--- config.mk ---
export PLATFORM = sky130hd
export DESIGN_NAME = cfg_i2c_slave
export DESIGN_NICKNAME = d
export VERILOG_FILES = /design/src/rtl/cfg_i2c_slave.sv
export SDC_FILE = /design/constraint.sdc
export NUM_CORES = 1
export LEC_CHECK = 0
export ABC_AREA = 1
export BUFFER_PORTS_ARGS = -buffer_cell sky130_fd_sc_hd__buf_4
export CORE_UTILIZATION = 30
export DETAILED_ROUTE_END_ITERATION = 6
export GPL_ROUTABILITY_DRIVEN = 0
export PLACE_DENSITY = 0.45
export SETUP_SLACK_MARGIN = 0.15
export SLEW_MARGIN = 25
export SYNTH_ARGS = -nofsm -noshare
export SYNTH_HDL_FRONTEND = slang
export SYNTH_SLANG_ARGS = --single-unit
--- constraint.sdc ---
create_clock -name clk -period 1.8 [get_ports clk]
set_clock_uncertainty 0.15 [all_clocks]
set_input_delay 0.54 -clock clk [delete_from_list [all_inputs] [get_ports clk]]
set_output_delay 0.54 -clock clk [all_outputs]
set_load 0.01 [all_outputs]
--- src/rtl/cfg_i2c_slave.sv ---
module cfg_i2c_slave #(
  parameter logic [5:0] ADDR_HI = 6'b100110,
  parameter int         SYNC    = 2,
  parameter int         PTR_W   = 8
) (
  input  logic             clk,
  input  logic             rst_n,
  input  logic             scl_i,
  input  logic             sda_i,
  input  logic             addr_strap_i,
  output logic             sda_oe_o,
  output logic [PTR_W-1:0] reg_addr_o,
  input  logic [7:0]       reg_rdata_i
);
  localparam logic [3:0] S_IDLE = 4'd0, S_ADDR = 4'd1, S_AACK = 4'd2, S_PTR  = 4'd3,
                         S_PACK = 4'd4, S_SKIP = 4'd5, S_RD   = 4'd6, S_RACK = 4'd7,
                         S_WAIT = 4'd8;

  logic [SYNC-1:0] scl_s, sda_s;
  logic scl_q, sda_q, scl_d, sda_d;
  logic [3:0] state, cnt;
  logic [7:0] sr;
  logic [PTR_W-1:0] ptr;
  logic rw, mack, idle;

  always_ff @(posedge clk or negedge rst_n)
    if (!rst_n) begin
      scl_s <= '1; sda_s <= '1; scl_d <= 1'b1; sda_d <= 1'b1;
    end else begin
      scl_s <= {scl_s[SYNC-2:0], scl_i};
      sda_s <= {sda_s[SYNC-2:0], sda_i};
      scl_d <= scl_q;
      sda_d <= sda_q;
    end

  assign scl_q = scl_s[SYNC-1];
  assign sda_q = sda_s[SYNC-1];

  wire start = scl_q & scl_d & sda_d & ~sda_q;
  wire stop  = scl_q & scl_d & ~sda_d & sda_q;
  wire rise  = scl_q & ~scl_d;
  wire fall  = ~scl_q & scl_d;
  wire match = sr[7:1] == {ADDR_HI, addr_strap_i};

  assign reg_addr_o = ptr;
  assign idle = state == S_IDLE;

  always_ff @(posedge clk or negedge rst_n)
    if (!rst_n) begin
      state <= S_IDLE; cnt <= '0; sr <= '0; ptr <= '0;
      sda_oe_o <= 1'b0; rw <= 1'b0; mack <= 1'b0;
    end else if (start) begin
      state <= S_ADDR; cnt <= '0; sda_oe_o <= 1'b0;
    end else if (stop) begin
      state <= S_IDLE; sda_oe_o <= 1'b0;
    end else begin
      case (state)
        S_ADDR, S_PTR, S_SKIP:
          if (rise) begin
            sr  <= {sr[6:0], sda_q};
            cnt <= cnt + 4'd1;
          end else if (fall && cnt == 4'd8) begin
            cnt <= '0;
            if (state == S_ADDR) begin
              if (match) begin
                state <= S_AACK; rw <= sr[0]; sda_oe_o <= 1'b1;
              end else
                state <= S_IDLE;
            end else if (state == S_PTR) begin
              ptr <= PTR_W'(sr); state <= S_PACK; sda_oe_o <= 1'b1;
            end
          end
        S_AACK:
          if (fall) begin
            if (rw) begin
              sr <= reg_rdata_i; sda_oe_o <= ~reg_rdata_i[7]; cnt <= '0; state <= S_RD;
            end else begin
              sda_oe_o <= 1'b0; state <= S_PTR;
            end
          end
        S_PACK:
          if (fall) begin
            sda_oe_o <= 1'b0; state <= S_SKIP;
          end
        S_RD:
          if (rise) cnt <= cnt + 4'd1;
          else if (fall) begin
            if (cnt == 4'd8) begin
              sda_oe_o <= 1'b0; ptr <= ptr + 1'b1; cnt <= '0; state <= S_RACK;
            end else begin
              sr <= {sr[6:0], 1'b0}; sda_oe_o <= ~sr[6];
            end
          end
        S_RACK:
          if (rise) mack <= ~sda_q;
          else if (fall) begin
            if (mack) begin
              sr <= reg_rdata_i; sda_oe_o <= ~reg_rdata_i[7]; cnt <= '0; state <= S_RD;
            end else
              state <= S_WAIT;
          end
        default: ;
      endcase
    end
endmodule


== Word-level counts from Yosys, hierarchy flattened ==
Cells that the tools add are included.

* $add $sub $neg: 2
* Multiply operators: 0
* Div/mod/pow operators: 0
* Magnitude comparators: 0
* Eq/ne operators: 44
* Shift operators: 0
* Muxes and demuxes: 65
* Bitwise logic cells: 16
* Reductions and logical operators: 13

{| class="wikitable"
|+ Operators with widths
! cell !! count
|-
| 2-to-1 mux 8 bit || 16
|-
| 2-to-1 mux 4 bit || 26
|-
| != test 4 bit, second input constant || 13
|-
| one-hot mux 8 bit (4 select lines) || 1
|-
| != test 2 bit, second input constant || 15
|-
| AND reduction 12 bit || 2
|-
| one-hot mux 4 bit (5 select lines) || 1
|-
| AND reduction 10 bit || 2
|-
| equality test 4 x 3 -> 1 bit, second input constant || 4
|-
| 2-to-1 mux 1 bit || 16
|-
| one-hot mux 4 bit (4 select lines) || 1
|-
| one-hot mux 8 bit (2 select lines) || 1
|-
| != test 3 bit, second input constant || 5
|-
| AND reduction 11 bit || 1
|-
| != test 5 bit, second input constant || 2
|-
| NOT 1 bit || 9
|-
| adder 8 x 1 -> 8 bit, second input constant || 1
|-
| equality test 4 x 2 -> 1 bit, second input constant || 2
|-
| AND 1 bit || 7
|-
| equality test 7 bit || 1
|-
| AND reduction 7 bit || 1
|-
| nonzero test 7 bit || 1
|-
| one-hot mux 1 bit (5 select lines) || 1
|-
| nonzero test 5 bit || 1
|-
| other kinds (10) || 10
|}

* Flip-flop bits (word level): 33
* Latch bits: 0
* Bits in writable memories: 0
* ROM bits: 0
* Output and inout port bits: 9
* Logic and storage cells: 151
* Memories: 0

== Depth between registers and ports, before layout ==
* Depth in word-level cells: 8
* Depth in mapped cells: 11

== Worst setup path after synthesis ==
Ideal clock, no wire load.

* Path kind: reg-to-reg
* From: register cnt[0]
* To: register ptr[6] (netlist: reg_addr_o[6])
* Arrival: 1447 ps
* Data required time: 1533 ps
* Path slack: 86 ps
* Stages on the path, launching flop included: 12
* Buffers on the path: 0
* Clock period less this slack: 1714 ps
* Cells stage by stage: dfrtp_1 -> inv_1 -> ha_1 -> nand2_1 -> nor2_1 -> nand3_1 -> nand2_1 -> nand2_1 -> nor2_4 -> inv_2 -> nor2_1 -> nor2_1

* Longest elaborated chain between the ends: 4
* Elaborated cells between the ends (all ways): 5

{| class="wikitable"
|+ RTL lines
! element !! line !! source
|-
| start: declaration || 21 || <nowiki>logic [3:0] state, cnt;</nowiki>
|-
| start signal: assignment || 61 || <nowiki>cnt <= cnt + 4'd1;</nowiki>
|-
| start signal: assignment || 86 || <nowiki>if (rise) cnt <= cnt + 4'd1;</nowiki>
|-
| equality test 4 bit * || 62, 88 ||
|-
| logical AND 1 bit || 62 || <nowiki>end else if (fall && cnt == 4'd8) begin</nowiki>
|-
| != test 2 bit (no source line) || n/a ||
|-
| AND reduction 10 bit (no source line) * || n/a ||
|-
| end signal: assignment || 50 || <nowiki>state <= S_IDLE; cnt <= '0; sr <= '0; ptr <= '0;</nowiki>
|-
| end signal: assignment || 70 || <nowiki>ptr <= PTR_W'(sr); state <= S_PACK; sda_oe_o <= 1'b1;</nowiki>
|-
| end signal: assignment || 89 || <nowiki>sda_oe_o <= 1'b0; ptr <= ptr + 1'b1; cnt <= '0; state <= S_RACK;</nowiki>
|-
| end: declaration || 23 || <nowiki>logic [PTR_W-1:0] ptr;</nowiki>
|}

Mark *: on every way between the ends. The rest lies on a longest branch, timed or not.
A chain may end at the register's enable or synchronous reset.

== Final worst setup path ==
* From: register scl_d
* To: register state[1]

* Longest elaborated chain between the ends: 5
* Elaborated cells between the ends (all ways): 23

{| class="wikitable"
|+ RTL lines
! element !! line !! source
|-
| start: declaration || 20 || <nowiki>logic scl_q, sda_q, scl_d, sda_d;</nowiki>
|-
| start signal: assignment || 32 || <nowiki>scl_d <= scl_q;</nowiki>
|-
| AND 1 bit || 39, 40 ||
|-
| AND 1 bit, on equally long branches (2 in a row) || 39, 40 ||
|-
| != test 5 bit (no source line) (tied with other cells) || n/a ||
|-
| AND reduction 11 bit (no source line) / 2-to-1 mux 4 bit (equally long branches) || n/a ||
|-
| end signal: assignment || 50 ||
|-
| end signal: assignment || 53 || <nowiki>state <= S_ADDR; cnt <= '0; sda_oe_o <= 1'b0;</nowiki>
|-
| end signal: assignment || 55 || <nowiki>state <= S_IDLE; sda_oe_o <= 1'b0;</nowiki>
|-
| end: declaration || 21 ||
|}

Several ways; a longest one is shown, not always the timed one.

==> results.md <==
- Post-layout utilization of the core: 0.457
- Kind of launch point of the worst setup path: flip-flop
- # rows: 31
- Clock buffer count from CTS: 5
- Ratio of cells with drive above 1 in the final layout: 0.409
- Setup slack, reg-to-reg: 0.2 ps
- Maximum fanout along the worst path: 5
- First-pass GRT wire length: ~11,000 um
- Syn. warnings: 0
- Max cap viols: 0
- Insertion delay of the later-clocked pin in the worst-skew pair: just under 300 ps
- GR Layer Usage met1: 0.234
- Layout overhead on the synthesized area: 46.7%
- Residual DRC: 0
- R2R Path Start: scl_d
- Detail-routed via count per cell: 4.61
- Number of antenna-violating nets in the routed design: 0
- Power density cells: about 1400 mW/mm^2
- Worst slew margin: 0.704
- Power Total: between 4 and 5 mW
- Synth Area per Inst: a little under 7 um^2
- Transition at the pin with the smallest max-transition slack: 444 ps
- Area share of the leading cell type in the synthesized netlist: 0.297
- Number of sinks on the clock net: 33
- Max clock buf depth: 2
- Starting utilization of the core area: 0.312
- Synthesized Nets: around 350
- Leakage power total: roughly 1.6 nW
- Path category of the worst min-delay check: input pin to asynchronous set/reset pin
- Post-detail-place hpwl: ~4900 um
- Width of the die: 89.0 um
- Overflow left after global routing: 0
- Count of buffers from port buffering: 21
- Reg2Reg Capture Point: state[1]
- DIE HEIGHT: 89.0 um
- Peak VDD IR: about 0.7 mV
- Fraction of met2 tracks used by global routing: 0.319
- Initial detailed-routing violation count: between 50 and 60
- Aggregate global-route resource usage: 0.184
- Average wire length per cell after detail routing: about 13 um
- Worst Reg-to-Reg Cells: 8
- Io pins: 22
- H-tree Lvls: 2
- Final Slew Violations: 0
- Maximum number of pins on one net before global-route repair: 34
- DR pass1 iterations: 4
- Proportion of synthesized chip area in sequential cells: 0.367
- Layer carrying the most global-route usage: met2
- Yosys cell types: 24
- Clock-pin slew on the worst setup and hold paths: 70 ps
- Unrepaired setup endpoints after global routing: true
- Antenna cells: 0
- Worst EP required: 1830 ps
- Number of antenna violations at the first check in global routing: 0
- Type of the worst setup path: flip-flop to flip-flop
- Number of global-route vias before repair: around 2,300
- TritonCTS clock tree: yes
- Detailed-route wire length: 6700 um
- Outcome: finished, final reports clean
- Arrival time at the worst endpoint: 1830 ps
- Netlist Area Pre-Place: between 0.002 and 0.0025 mm^2
- Max Clock Freq: 556 MHz
- Critical path endpoint category: flip-flop
- Number of nets at the end of the flow: ~430
- Cell accounting for the most synthesized area: dfrtp_1
- Clock period minus worst slack: 1800 ps
- Largest cells by area after synthesis: dfrtp_1 (30%), nand2_1 (18%), nor2_1 (7.1%), dfstp_2 (6.9%), nand3_1 (6.8%)
- Hold Vio Cnt, Final: 0
- Setup-failing EPs final: 0
- Met3 routing resource usage after global routing: 0.0295
- Total of flip-flops plus latches after synthesis: 33
- Ratio of final minimum period to clock period: 1.00
- Core footprint: roughly 0.0073 mm^2
- Crit path to: state[1]
- DR vias: 2,352
- Clock root buffer master: clkbuf_8
- Area of the die: between 0.007 and 0.008 mm^2
- Beginning of the critical path: scl_d
- Post-Syn Instances: approximately 330
[final cells by class]
class / instances / area (um^2)
flip-flops and latches: 33 / 838
multi-input cells: 262 / 1550
clock buffers: 8 / 90.1
fillers: 757 / 3960
well taps: 99 / 124
repair buffers: 70 / 588
inverters: 38 / 148
[cell usage in the layout, fill, tap and decap left out, types with 2 or more instances in the layout]
master,n
a21oi_1,6
buf_12,2
buf_4,58
buf_6,10
clkbuf_1,2
clkbuf_8,6
dfrtp_1,23
dfrtp_2,4
dfstp_2,6
ha_1,2
inv_1,28
inv_2,9
nand2_1,85
nand2_2,26
nand2_4,8
nand3_1,23
nand3_2,4
nand3_4,6
nand4_1,12
nor2_1,35
nor2_2,6
nor2_4,14
o21ai_0,13
o21ai_1,7
o21ai_2,5
xnor2_1,2
xor2_1,4
[where the power goes]
group,switching (mW),internal [mW],total [mW]
logic,1.53,1.15,2.68
clock network,0.284,0.312,0.596
registers,0.279,0.993,1.27
[synth_stat cells, drive strengths merged]
library cell  count
a21oi             6
ha                3
nand4            12
clkinv            1
o21ai            25
nand3b            1
nor3              1
nand3            33
inv              37
dfstp             6
nand2           119
dfrtp            27
xnor2             2
buf               2
nor2             54
xor2              4
[flip-flops by register name, summed over array words and instances, names as in the netlist]
register    cells
reg_addr_o      8
sda_s           2
sr              8
sda_d           1
rw              1
sda_oe_o        1
scl_s           2
cnt             4
mack            1
state           4
scl_d           1
[metrics by stage]
step / area (um^2) / TNS [ps] / setup slack (ps) / instances / hold slack (ps)
2_1_floorplan: 2280 / 0 / 151 / 333 / 94.4
3_3_place_gp: 2780 / -626 / -131 / 481 / 197
3_5_place_dp: 2780 / -384 / -86.3 / 481 / 197
4_1_cts: 3140 / 0 / 62.1 / 501 / 60.6
5_1_grt: 3330 / -1020 / -91.5 / 510 / 80.7
6_report: 3330 / 0 / 0.207 / 510 / 50.3
[kinds of logic (layout without fill, tap and decap cells)]
logic type / after synthesis / after routing / share of synthesized area
flops: 33 / 33 / 0.367
compound gates: 31 / 31 / 0.0683
buf+inv: 40 / 116 / 0.0710
xor+xnor: 6 / 6 / 0.0231
simple gates: 220 / 222 / 0.454
fa+ha+maj: 3 / 3 / 0.0165
[worst max-delay path, stage by stage, from the launching register on]
cell and delay [ps]:
dfstp_2 610, buf_12 120, nor2_4 40, buf_4 150
o21ai_1 170, nand2_2 130, nand3b_4 200, nand2_2 80
nand2_2 50
[per-layer routing]
metal,vias up,wire (um),part of all wire
li1,1216,-,-
met2,34,3300,0.49
met5,-,0,0
met4,0,108,0.016
met3,11,175,0.026
met1,1091,3110,0.46
[worst min-delay path by stage]
stage / depth (start not counted) / slack (ps) / end
final: 1 / 50 / sr[4]
after global routing: 1 / 80 / sr[2]
after CTS: 1 / 60 / reg_addr_o[5]
after detailed placement: 0 / 200 / scl_s[1]
after global placement: 0 / 200 / sda_s[1]
after floorplan: 0 / 90 / cnt[0]
[timing repair]
item	CTS	global route
gates cloned	2	0
gates resized for setup	57	38
pin swaps	30	32
setup endpoints to repair	26	27
buffers inserted	10	9
hold buffers	0	0
Power figures use the tool's default switching activity.
